$ cat src/rtl/mdio_pkg.sv
package mdio_pkg;
   localparam int PHY_AW  = 5;
   localparam int DEV_AW  = 5;
   localparam int DATA_W  = 16;
   localparam int HDR_FLD = 4 + PHY_AW + DEV_AW;

   typedef enum logic [1:0] {
      OP_C22_RD = 2'd0,
      OP_C22_WR = 2'd1,
      OP_C45_RD = 2'd2,
      OP_C45_WR = 2'd3
   } mdio_op_e;
endpackage

$ cat src/rtl/mdio_bit_cell.sv
module mdio_bit_cell #(
   parameter int HALF_CYC    = 13,
   parameter int RD_HIGH_CYC = 18
) (
   input  logic clk,
   input  logic rst_n,
   input  logic bit_req,
   input  logic bit_drive,
   input  logic bit_val,
   output logic mdc,
   output logic mdio_o,
   output logic mdio_oe,
   output logic bit_last
);
   localparam int CNT_MAX = (RD_HIGH_CYC > HALF_CYC) ? RD_HIGH_CYC : HALF_CYC;
   localparam int CW      = $clog2(CNT_MAX + 1);

   typedef enum logic [1:0] {C_IDLE, C_LOW, C_HIGH} cell_st_e;

   cell_st_e        st;
   logic [CW-1:0]   cnt;
   logic [CW-1:0]   high_load;

   generate
      if (RD_HIGH_CYC == HALF_CYC) begin : g_even
         assign high_load = CW'(HALF_CYC - 1);
      end else begin : g_stretch
         assign high_load = mdio_oe ? CW'(HALF_CYC - 1) : CW'(RD_HIGH_CYC - 1);
      end
   endgenerate

   assign bit_last = (st == C_HIGH) && (cnt == '0);

   always_ff @(posedge clk or negedge rst_n) begin
      if (!rst_n) begin
         st      <= C_IDLE;
         cnt     <= '0;
         mdc     <= 1'b0;
         mdio_o  <= 1'b0;
         mdio_oe <= 1'b0;
      end else begin
         case (st)
            C_IDLE: begin
               if (bit_req) begin
                  st      <= C_LOW;
                  cnt     <= CW'(HALF_CYC - 1);
                  mdio_o  <= bit_drive & bit_val;
                  mdio_oe <= bit_drive;
               end
            end
            C_LOW: begin
               if (cnt == '0) begin
                  st  <= C_HIGH;
                  mdc <= 1'b1;
                  cnt <= high_load;
               end else begin
                  cnt <= cnt - 1'b1;
               end
            end
            default: begin
               if (cnt == '0) begin
                  st  <= C_IDLE;
                  mdc <= 1'b0;
               end else begin
                  cnt <= cnt - 1'b1;
               end
            end
         endcase
      end
   end

   logic [CW:0] hi_run;
   always_ff @(posedge clk or negedge rst_n) begin
      if (!rst_n)   hi_run <= '0;
      else if (mdc) hi_run <= hi_run + 1'b1;
      else          hi_run <= '0;
   end


   hold_while_high_chk: assert property (@(posedge clk) disable iff (!rst_n)
      (mdc && $past(mdc)) |-> ($stable(mdio_o) && $stable(mdio_oe)));


   high_len_chk: assert property (@(posedge clk) disable iff (!rst_n)
      $fell(mdc) |-> (hi_run == (mdio_oe ? (CW+1)'(HALF_CYC) : (CW+1)'(RD_HIGH_CYC))));
endmodule

$ cat src/rtl/mdio_frame_seq.sv
module mdio_frame_seq
   import mdio_pkg::*;
#(
   parameter int         PRE_LEN   = 32,
   parameter int         FLUSH_LEN = 32,
   parameter logic [1:0] C22_RD_OP = 2'b10,
   parameter logic [1:0] C22_WR_OP = 2'b01
) (
   input  logic                 clk,
   input  logic                 rst_n,
   input  logic                 cmd_valid,
   input  mdio_op_e             cmd_op,
   input  logic [PHY_AW-1:0]    cmd_phy,
   input  logic [DEV_AW-1:0]    cmd_dev,
   input  logic [DATA_W-1:0]    cmd_reg,
   input  logic [DATA_W-1:0]    cmd_wdata,
   input  logic [2**PHY_AW-1:0] ta_ignore,
   input  logic                 mdio_i,
   input  logic                 bit_last,
   output logic                 bit_req,
   output logic                 bit_drive,
   output logic                 bit_val,
   output logic                 busy,
   output logic                 done,
   output logic [DATA_W-1:0]    rdata
);
   localparam int HDR = PRE_LEN + HDR_FLD;
   localparam int IW  = $clog2(HDR + FLUSH_LEN + DATA_W + 4);
   localparam logic [IW-1:0] PRE_I   = IW'(PRE_LEN);
   localparam logic [IW-1:0] HDR_I   = IW'(HDR);
   localparam logic [IW-1:0] DEND_I  = IW'(HDR + DATA_W);
   localparam logic [IW-1:0] WLAST_I = IW'(HDR + DATA_W + 2);
   localparam logic [IW-1:0] RLAST_I = IW'(HDR + DATA_W + 1);
   localparam logic [IW-1:0] FLAST_I = IW'(HDR + FLUSH_LEN);

   logic              active, second, ta_bad;
   logic [IW-1:0]     idx, rel, last_idx;
   mdio_op_e          op_r;
   logic [PHY_AW-1:0] phy_r;
   logic [DEV_AW-1:0] dev_r;
   logic [DATA_W-1:0] reg_r, wd_r, shreg, rdata_r;
   logic              done_r;
   logic              is_c45, addr_frm, rd_frm;
   logic [3:0]        st_op;
   logic [HDR_FLD-1:0] hdr_tail;
   logic [DATA_W-1:0] payload;

   assign is_c45   = (op_r == OP_C45_RD) || (op_r == OP_C45_WR);
   assign addr_frm = is_c45 && !second;
   assign rd_frm   = !addr_frm && ((op_r == OP_C22_RD) || (op_r == OP_C45_RD));

   always_comb begin
      case (op_r)
         OP_C22_RD: st_op = {2'b01, C22_RD_OP};
         OP_C22_WR: st_op = {2'b01, C22_WR_OP};
         OP_C45_RD: st_op = second ? 4'b0011 : 4'b0000;
         default:   st_op = second ? 4'b0001 : 4'b0000;
      endcase
   end

   assign hdr_tail = {st_op, phy_r, dev_r};
   assign payload  = addr_frm ? reg_r : wd_r;
   assign rel      = idx - HDR_I;
   assign last_idx = !rd_frm ? WLAST_I : (ta_bad ? FLAST_I : RLAST_I);
   assign bit_req  = active;

   always_comb begin
      bit_drive = 1'b0;
      bit_val   = 1'b0;
      if (idx < PRE_I) begin
         bit_drive = 1'b1;
         bit_val   = 1'b1;
      end else if (idx < HDR_I) begin
         bit_drive = 1'b1;
         for (int j = 0; j < HDR_FLD; j++)
            if (idx == IW'(HDR - 1 - j)) bit_val = hdr_tail[j];
      end else if (!rd_frm) begin
         if (rel == IW'(0)) begin
            bit_drive = 1'b1;
            bit_val   = 1'b1;
         end else if (rel == IW'(1)) begin
            bit_drive = 1'b1;
         end else if (rel < IW'(DATA_W + 2)) begin
            bit_drive = 1'b1;
            for (int j = 0; j < DATA_W; j++)
               if (rel == IW'(DATA_W + 1 - j)) bit_val = payload[j];
         end
      end
   end

   always_ff @(posedge clk or negedge rst_n) begin
      if (!rst_n) begin
         active  <= 1'b0;
         second  <= 1'b0;
         ta_bad  <= 1'b0;
         idx     <= '0;
         op_r    <= OP_C22_RD;
         phy_r   <= '0;
         dev_r   <= '0;
         reg_r   <= '0;
         wd_r    <= '0;
         shreg   <= '0;
         rdata_r <= '0;
         done_r  <= 1'b0;
      end else begin
         done_r <= 1'b0;
         if (!active) begin
            if (cmd_valid) begin
               op_r   <= cmd_op;
               phy_r  <= cmd_phy;
               dev_r  <= cmd_dev;
               reg_r  <= cmd_reg;
               wd_r   <= cmd_wdata;
               active <= 1'b1;
               second <= 1'b0;
               ta_bad <= 1'b0;
               idx    <= '0;
               shreg  <= '0;
            end
         end else if (bit_last) begin
            if (rd_frm && (idx == HDR_I) && mdio_i && !ta_ignore[phy_r])
               ta_bad <= 1'b1;
            if (rd_frm && !ta_bad && (idx > HDR_I) && (idx <= DEND_I))
               shreg <= {shreg[DATA_W-2:0], mdio_i};
            if (idx == last_idx) begin
               if (addr_frm) begin
                  second <= 1'b1;
                  idx    <= '0;
               end else begin
                  active  <= 1'b0;
                  done_r  <= 1'b1;
                  rdata_r <= !rd_frm ? '0 : (ta_bad ? '1 : shreg);
               end
            end else begin
               idx <= idx + 1'b1;
            end
         end
      end
   end

   assign busy  = active;
   assign done  = done_r;
   assign rdata = rdata_r;


   busy_ends_done_chk: assert property (@(posedge clk) disable iff (!rst_n)
      $fell(active) |-> done_r);


   done_idle_chk: assert property (@(posedge clk) disable iff (!rst_n)
      done_r |-> !active);


   flush_ones_chk: assert property (@(posedge clk) disable iff (!rst_n)
      (done_r && ta_bad) |-> (rdata_r == '1));


   read_released_chk: assert property (@(posedge clk) disable iff (!rst_n)
      (active && rd_frm && (idx >= HDR_I)) |-> !bit_drive);
endmodule

$ cat src/rtl/mdio_master.sv
module mdio_master
   import mdio_pkg::*;
#(
   parameter int         HALF_CYC    = 13,
   parameter int         RD_HIGH_CYC = 18,
   parameter int         PRE_LEN     = 32,
   parameter int         FLUSH_LEN   = 32,
   parameter logic [1:0] C22_RD_OP   = 2'b10,
   parameter logic [1:0] C22_WR_OP   = 2'b01
) (
   input  logic                 clk,
   input  logic                 rst_n,
   input  logic                 cmd_valid,
   input  logic [1:0]           cmd_op,
   input  logic [PHY_AW-1:0]    cmd_phy,
   input  logic [DEV_AW-1:0]    cmd_dev,
   input  logic [DATA_W-1:0]    cmd_reg,
   input  logic [DATA_W-1:0]    cmd_wdata,
   input  logic [2**PHY_AW-1:0] ta_ignore,
   output logic                 busy,
   output logic                 done,
   output logic [DATA_W-1:0]    rdata,
   output logic                 mdc,
   output logic                 mdio_o,
   output logic                 mdio_oe,
   input  logic                 mdio_i
);
   generate
      if (HALF_CYC < 1) begin : g_bad_half
         $error("HALF_CYC must be at least 1");
      end
      if (RD_HIGH_CYC < HALF_CYC) begin : g_bad_rdhigh
         $error("RD_HIGH_CYC must not be shorter than HALF_CYC");
      end
      if (PRE_LEN < 1) begin : g_bad_pre
         $error("PRE_LEN must be at least 1");
      end
      if (FLUSH_LEN < 1) begin : g_bad_flush
         $error("FLUSH_LEN must be at least 1");
      end
   endgenerate

   logic bit_req, bit_drive, bit_val, bit_last;

   mdio_frame_seq #(
      .PRE_LEN   (PRE_LEN),
      .FLUSH_LEN (FLUSH_LEN),
      .C22_RD_OP (C22_RD_OP),
      .C22_WR_OP (C22_WR_OP)
   ) u_seq (
      .clk       (clk),
      .rst_n     (rst_n),
      .cmd_valid (cmd_valid),
      .cmd_op    (mdio_op_e'(cmd_op)),
      .cmd_phy   (cmd_phy),
      .cmd_dev   (cmd_dev),
      .cmd_reg   (cmd_reg),
      .cmd_wdata (cmd_wdata),
      .ta_ignore (ta_ignore),
      .mdio_i    (mdio_i),
      .bit_last  (bit_last),
      .bit_req   (bit_req),
      .bit_drive (bit_drive),
      .bit_val   (bit_val),
      .busy      (busy),
      .done      (done),
      .rdata     (rdata)
   );

   mdio_bit_cell #(
      .HALF_CYC    (HALF_CYC),
      .RD_HIGH_CYC (RD_HIGH_CYC)
   ) u_cell (
      .clk       (clk),
      .rst_n     (rst_n),
      .bit_req   (bit_req),
      .bit_drive (bit_drive),
      .bit_val   (bit_val),
      .mdc       (mdc),
      .mdio_o    (mdio_o),
      .mdio_oe   (mdio_oe),
      .bit_last  (bit_last)
   );


   idle_quiet_chk: assert property (@(posedge clk) disable iff (!rst_n)
      !busy |-> (!mdc && !mdio_oe));
endmodule

$ cat config.mk
export PLATFORM = sky130hd
export DESIGN_NAME = mdio_master
export DESIGN_NICKNAME = d
export VERILOG_FILES = /design/src/rtl/mdio_pkg.sv /design/src/rtl/mdio_bit_cell.sv /design/src/rtl/mdio_frame_seq.sv /design/src/rtl/mdio_master.sv
export SDC_FILE = /design/constraint.sdc
export NUM_CORES = 1
export LEC_CHECK = 0
export ABC_CLOCK_PERIOD_IN_PS = 4030
export CORE_MARGIN = 2
export CORE_UTILIZATION = 30
export DETAILED_ROUTE_END_ITERATION = 8
export GPL_TIMING_DRIVEN = 1
export HOLD_SLACK_MARGIN = 0.06
export SYNTH_ARGS = -nofsm -noshare
export SYNTH_HDL_FRONTEND = slang
export SYNTH_HIERARCHICAL = 1
export SYNTH_SLANG_ARGS = --single-unit
$ cat constraint.sdc
create_clock -name clk -period 4.03 [get_ports clk]
set_input_delay 0.6045 -clock clk [delete_from_list [all_inputs] [get_ports clk]]
set_output_delay 0.6045 -clock clk [all_outputs]
set_load 0.05 [all_outputs]
==> metrics.md, run 1 <==
| Metric | Value |
|---|---|
| GP Congestion | about 0.87 |
| Share of cells above drive strength 1 | around 18% |
| Status | complete, no violations |
| Max-slew violations | 0 |
| Die Y-Extent | roughly 140 µm |
| Inserted Diodes | 0 |
| Synth Area in Adders | 1.42% |
| Worst EP arrival | between 3 and 4 ns |
| Cell Area, Placed | 6410 µm² |
| Static Leak | between 2 and 3 nW |
| Synth Area in XOR/XNOR | 0.829% |
| Top-count cell post-synth | dfrtp_1 |
| Mean area per synthesized cell | roughly 11 µm² |
| WHS | roughly 0.37 ns |
| DR vias | just over 4000 |
| Setup CP Type | flop to flop |
| Largest family of logic cells by synthesized area | compound AO/OA/AOI/OAI gates |
| EDFF count, synth | 0 |
| Vias/cell | 5.15 |
| Syn. warnings | 6 |
| HPWL Detailed | 9500 µm |
| TritonCTS Buffers | 9 |
| All-Layer GR Usage | about 15% |
| Hold Path Class | input pin to asynchronous set/reset pin |
| IO Count | between 100 and 150 |
| Synth top area share | 45.9% |
| Starting density of the core | a little under a third |
| Initial DRC count | just under 300 |
| Nets | around 650 |
| Yosys reg bits | 97 |
| Post-Syn Nets | approximately 580 |
| Pre-antenna DRT Iters | 5 |
| Largest net degree at the start of global routing | 74 |
| Post-route setup TNS | 0 ns |
| Seq/Total Area, Yosys | 45.9% |
| Wire per inst | roughly 16 µm |
| Simple-Gate Fraction of Synth Area | between 10% and 20% |
| Clock Sinks | 97 |
| Yosys top cell by area | dfrtp_1 |
| Post CTS Setup Buffer Count | 0 |
| Synth Area in Compound Gates | 17.6% |
| Reg2reg start | u_cell/cnt[0] |
| Crit end category | flop |
| Slew @ Worst Pin | around 1.0 ns |
| Vias in the first global route | 4132 |
| CP startpoint | u_cell/cnt[0] |
| Ys flop type | dfrtp_1 |
| First-pass GRT wire length | around 21000 µm |
| Grt ovf | 0 |
| Post-Synthesis Cell Area | between 5000 and 6000 µm² |
| Cell variety after synth | 67 |
| Critical Path RT | about 4.3 ns |
| Root buffer cell | clkbuf_16 |
| DRC viols | 0 |
| Overall routed net length | around 13000 µm |
| CTS Buffer Depth | 2 |
| Post-Synthesis Cells | slightly below 500 |
| Startpoint types | flop |
| Cell Pwr Density | around 380 nW/µm² |
| Period Utilization, post-route | 76.8% |
| Synth top area cells | dfrtp_1, mux2_2, mux4_2 |
| Slew HR | between 30% and 40% |
| Antenna Nets Post-Route | 0 |
| Max Cap Violations | 0 |
| Initial antenna violation count | 0 |
| Final Hold Viols | 0 |
| Tmin final | 3.10 ns |
| Post-layout util | around 39% |
| Commonest cells in the netlist | dfrtp_1, nand2_1, mux2_2, o21ai_0, clkbuf_1 |
| CP Max Fanout | 16 |
| CTS tree | yes |
| Mux contribution to synthesized area | 16.5% |
| Worst-Skew Late Latency | about 0.35 ns |
| Core area | around 17000 µm² |
| PortBufs | 100 |
| RSZ-0062 raised after global routing | false |
| Hold_buf cts | 0 |
| Fmax | 0.323 GHz |
| Clk pin slew, worst setup/hold paths | 0.07 ns |
| Die Footprint | approximately 19000 µm² |
| Post-CTS Resized | 0 |
| Die W | 137 µm |
| Post-route cell area | roughly 6700 µm² |
| VDD IR-drop max | about 0.00027 V |
| # setup viols final | 0 |
| Asr flop ratio synth | 100% |
| H-tree Lvls | 3 |
| Worst Skew | 0.00871 ns |
| Area Overhead vs Synth | 26.6% |
| Row count | 48 |
placed cells by master, fill, tap and decap left out, types with 3 or more instances in the layout:
| cell type | netlist | routed |
|---|---|---|
| nor3_1 | 9 | 9 |
| inv_1 | 15 | 15 |
| nand2_1 | 49 | 49 |
| o22ai_1 | 4 | 4 |
| a22o_1 | 18 | 18 |
| clkdlybuf4s50_1 | 0 | 99 |
| mux2_2 | 46 | 46 |
| mux4_2 | 10 | 10 |
| o21ai_2 | 15 | 15 |
| ha_1 | 6 | 6 |
| and3_1 | 6 | 6 |
| xnor2_1 | 3 | 3 |
| clkbuf_16 | 0 | 9 |
| o21ai_0 | 33 | 33 |
| nand3_1 | 12 | 12 |
| dfrtp_1 | 97 | 97 |
| a21oi_1 | 15 | 15 |
| inv_6 | 0 | 4 |
| a31oi_1 | 3 | 3 |
| nor2_1 | 18 | 18 |
| and2_1 | 3 | 3 |
| nor4b_1 | 4 | 4 |
| mux2i_1 | 13 | 13 |
| buf_4 | 1 | 4 |
| o211ai_1 | 3 | 3 |
| a221oi_1 | 3 | 3 |
| a22oi_1 | 6 | 6 |
| nor2b_1 | 6 | 5 |
| or3_1 | 4 | 4 |
sequential cells by signal (all words and copies together) (netlist names), 2 cells and up:
register	count
u_cell/st	2
u_seq/dev_r	5
u_seq/op_r	2
u_cell/cnt	5
u_seq/rdata	16
u_seq/phy_r	5
u_seq/wd_r	16
u_seq/shreg	16
u_seq/idx	7
u_seq/reg_r	16
area by class of cell:
| class | instances | area [µm²] |
|---|---|---|
| clock inverter | 7 | 60.1 |
| tap | 225 | 282 |
| clock buffer | 9 | 225 |
| fill | 1663 | 10500 |
| sequential | 97 | 2430 |
| inverter | 15 | 56.3 |
| multi-input combinational | 340 | 2620 |
| timing repair buffer | 103 | 1020 |
path summary, 6_finish.rpt:
| path | end | slack [ns] | cells past startpoint |
|---|---|---|---|
| worst min-delay path | u_seq/second | 0.37 | 1 |
| worst max register to register | u_seq/shreg[0] | 0.93 | 9 |
| worst max-delay path | u_seq/shreg[0] | 0.93 | 9 |
| max in group asynchronous | u_seq/rdata[2] | 2.75 | 2 |
| min in group clk | u_seq/rdata[14] | 0.48 | 2 |
| worst min register to register | u_seq/rdata[14] | 0.48 | 2 |
per-stage QoR:
stage | setup WS, ns | cells | power (mW)
after global placement | 1.00 | 780 | 1.75
after floorplan | 1.28 | 490 | 1.56
after global routing | 0.705 | 796 | 2.72
after CTS | 0.974 | 796 | 2.61
after detailed placement | 0.978 | 780 | 1.77
final | 0.934 | 796 | 2.57
metal layers:
metal / track usage, % / part of all wire, %
met1: 19.6 / 46
met2: 23.4 / 48
met3: 3.37 / 4.6
met4: 4.86 / 1.4
met5: 0 / 0
cells by family (layout without fill, tap and decap cells):
group,after synthesis,count (layout)
adder cells (fa/ha/maj),6,6
AND/OR/NAND/NOR,130,130
flip-flops,97,97
buffers and inverters,53,134
multiplexers,69,69
XOR/XNOR,5,5
AO/OA/AOI/OAI,130,130
power by group:
part	leakage (nW)	total, mW	switching [mW]	internal [mW]
registers	1.23	1.20	0.126	1.07
logic	1.34	0.556	0.261	0.294
clock network	0.137	0.819	0.389	0.429
total	2.71	2.57	0.777	1.79
worst max-delay path: stages (launching register included):
cell and delay, ns:
dfrtp_1 0.39, inv_1 0.11, ha_1 0.29, or4b_4 0.54
nor3_1 0.28, and2_1 0.24, nor2_1 0.17, nor3_1 0.26
and2_1 0.52, a22o_1 0.22
(Power assumes the default switching activity.)
==> inputs of run 2 (changes only) <==
ABC_CLOCK_PERIOD_IN_PS = 3200   (was 4030)
clock period = 3.2 ns   (was 4.03 ns; I/O delays follow)
==> run 2 against run 1 <==
Effect of this change: sequential power increased by 25%; flip-flop and latch count unchanged; non-clock buffer count increased by 12; setup slack got worse by 0.62 ns; fmax increased by 7.3%; routed wire length decreased by 1.5%; utilization increased by 0.75 points; highest routed layer unchanged; via count increased by 0.24%; die area unchanged.
==> metrics.md, run 2 (same netlist as run 1, synthesis figures left out) <==
| Metric | Value |
|---|---|
| Switching part of the total | 29.4% (was 30.2%) |
| Grt ovf | 0 (unchanged) |
| Nets | 664 (was 652) |
| H-tree Lvls | 3 (unchanged) |
| # setup viols final | 0 (unchanged) |
| Hold Path Class | input pin to asynchronous set/reset pin (unchanged) |
| Pre-antenna DRT Iters | 5 (unchanged) |
| Reg2reg start | u_seq/idx[0] (was u_cell/cnt[0]) |
| Slew @ Worst Pin | 0.619 ns (was 1.02 ns) |
| RSZ-0062 raised after global routing | false (unchanged) |
| Power, Total | 3.32 mW (was 2.57 mW) |
| DR vias | 4110 (was 4100) |
| CP Max Fanout | 10 (was 16) |
| Worst r2r dst | u_cell/mdio_o (was u_seq/shreg[0]) |
| FF-to-FF setup slack | 0.32 ns (was 0.93 ns) |
| Slew HR | 58.7% (was 31.8%) |
| Reg2Reg Depth | 11 (was 9) |
| Post-route setup TNS | 0 ns (unchanged) |
| Combinational power share | 21.3% (was 21.6%) |
| Setup CP Type | flop to flop (unchanged) |
| TritonCTS Buffers | 9 (unchanged) |
| Inserted Diodes | 0 (unchanged) |
| Row count | 48 (unchanged) |
| Most frequent cells in the layout | clkdlybuf4s50_1, dfrtp_1, nand2_1 (unchanged) |
| Antenna Nets Post-Route | 0 (unchanged) |
| All-Layer GR Usage | 14.4% (was 14.6%) |
| Final Hold Viols | 0 (unchanged) |
| Die Y-Extent | 137 µm (unchanged) |
| Clock power frac | 33.6% (was 31.9%) |
| Filler Cell Count | 1653 (was 1663) |
| WHS | 0.115 ns (was 0.375 ns) |
| Die Footprint | 18700 µm² (unchanged) |
| VDD IR-drop max | 0.000309 V (was 0.000266 V) |
| Starting density of the core | 30.7% (unchanged) |
| Die W | 137 µm (unchanged) |
| Vias in the first global route | 4100 (was 4132) |
| CTS Buffer Depth | 2 (unchanged) |
| Share of cells above drive strength 1 | 20.1% (was 18.0%) |
| Cell Pwr Density | 487 nW/µm² (was 384 nW/µm²) |
| First-pass GRT wire length | 21200 µm (was 21300 µm) |
| CTS tree | yes (unchanged) |
| DRC viols | 0 (unchanged) |
| Largest net degree at the start of global routing | 56 (was 74) |
| GP Congestion | 0.910 (was 0.870) |
| Post-layout util | 39.6% (was 38.8%) |
| Initial DRC count | 300 (was 297) |
| Max Cap Violations | 0 (unchanged) |
| Worst EP arrival | 3.16 ns (was 3.38 ns) |
| Tmin final | 2.88 ns (was 3.10 ns) |
| Status | complete, no violations (unchanged) |
| Clock Sinks | 97 (unchanged) |
| PortBufs | 100 (unchanged) |
| Initial antenna violation count | 0 (unchanged) |
| Wire per inst | 15.8 µm (was 16.3 µm) |
| Static Leak | 2.78 nW (was 2.71 nW) |
| Core area | 17200 µm² (unchanged) |
| Max-slew violations | 0 (unchanged) |
| Area Overhead vs Synth | 29.1% (was 26.6%) |
| HPWL Detailed | 9410 µm (was 9500 µm) |
| Reg power frac | 45.1% (was 46.5%) |
| Overall routed net length | 12800 µm (was 13000 µm) |
| IO Count | 101 (unchanged) |
| Crit end category | flop (unchanged) |
| Cell Int Power | 2.35 mW (was 1.79 mW) |
| Clk pin slew, worst setup/hold paths | 0.07 ns (about the same) |
| Startpoint types | flop (unchanged) |
| Vias/cell | 5.09 (was 5.15) |
| Fmax | 0.347 GHz (was 0.323 GHz) |
| Cell Area, Placed | 6510 µm² (was 6410 µm²) |
| Worst-Skew Late Latency | 0.35 ns (about the same) |
| Sw Pwr | 0.976 mW (was 0.777 mW) |
| Root buffer cell | clkbuf_16 (unchanged) |
| Worst Skew | 0.00495 ns (was 0.00871 ns) |
| Most common cell after layout, fill and taps aside | clkdlybuf4s50_1 (unchanged) |
| Critical Path RT | 3.47 ns (was 4.32 ns) |
| Period Utilization, post-route | 90.1% (was 76.8%) |
| Post-route cell area | 6820 µm² (was 6690 µm²) |
==> run 2: cell type report <==
class | instances | area (µm²) | share of cell area (%)
timing repair buffer | 115 | 1120 | 16.5
inverter | 15 | 56.3 | 0.825
clock inverter | 7 | 82.6 | 1.21
multi-input combinational | 340 | 2630 | 38.5
clock buffer | 9 | 225 | 3.30
sequential | 97 | 2430 | 35.6
tap | 225 | 282 | 4.13
==> run 2: worst max path at each step <==
stage                             start               to  slack (ns)
after floorplan           u_cell/cnt[0]  u_seq/shreg[10]        0.45
after global placement    u_cell/cnt[0]   u_seq/shreg[7]        0.38
after detailed placement  u_cell/cnt[0]   u_seq/shreg[1]        0.24
after CTS                 u_cell/cnt[0]   u_seq/shreg[1]        0.23
after global routing       u_seq/idx[0]    u_cell/mdio_o        0.02
final                      u_seq/idx[0]    u_cell/mdio_o        0.32
==> run 2: critical path: stages (launching register included) <==
cell	delay [ns]
dfrtp_1	0.51
inv_1	0.14
ha_1	0.24
nor2b_1	0.37
a221oi_1	0.13
o21ai_0	0.15
o21ai_0	0.09
a2111oi_0	0.56
nor3_1	0.15
o311ai_0	0.19
nand2_1	0.11
o21ai_0	0.17
==> run 2: power by group through the flow <==
stage	sequential [mW]	clock, mW	combinational (mW)
after floorplan	1.47	0	0.492
after global placement	1.52	0	0.702
after detailed placement	1.52	0	0.713
after CTS	1.50	1.16	0.716
after global routing	1.52	1.22	0.783
final	1.50	1.12	0.709
==> run 2: metrics by stage <==
step	std cells	setup slack, ns
after floorplan	490	0.450
after global placement	792	0.376
after detailed placement	792	0.242
after CTS	808	0.225
after global routing	808	0.0178
final	808	0.316
==> run 2: routing by layer <==
layer	global-route usage, %	routed length [µm]	vias up	part of all wire [%]
met3	3.30	603	12	4.7
met5	0	0	-	0
li1	-	-	1999	-
met1	19.4	5970	1986	47
met4	5.44	140	0	1.1
met2	22.7	6070	113	47
==> run 2: timing repair <==
action,in CTS,in global routing
resized for setup,0,2
setup endpoints to repair,0,16
setup buffers,0,0
hold buffers,0,0
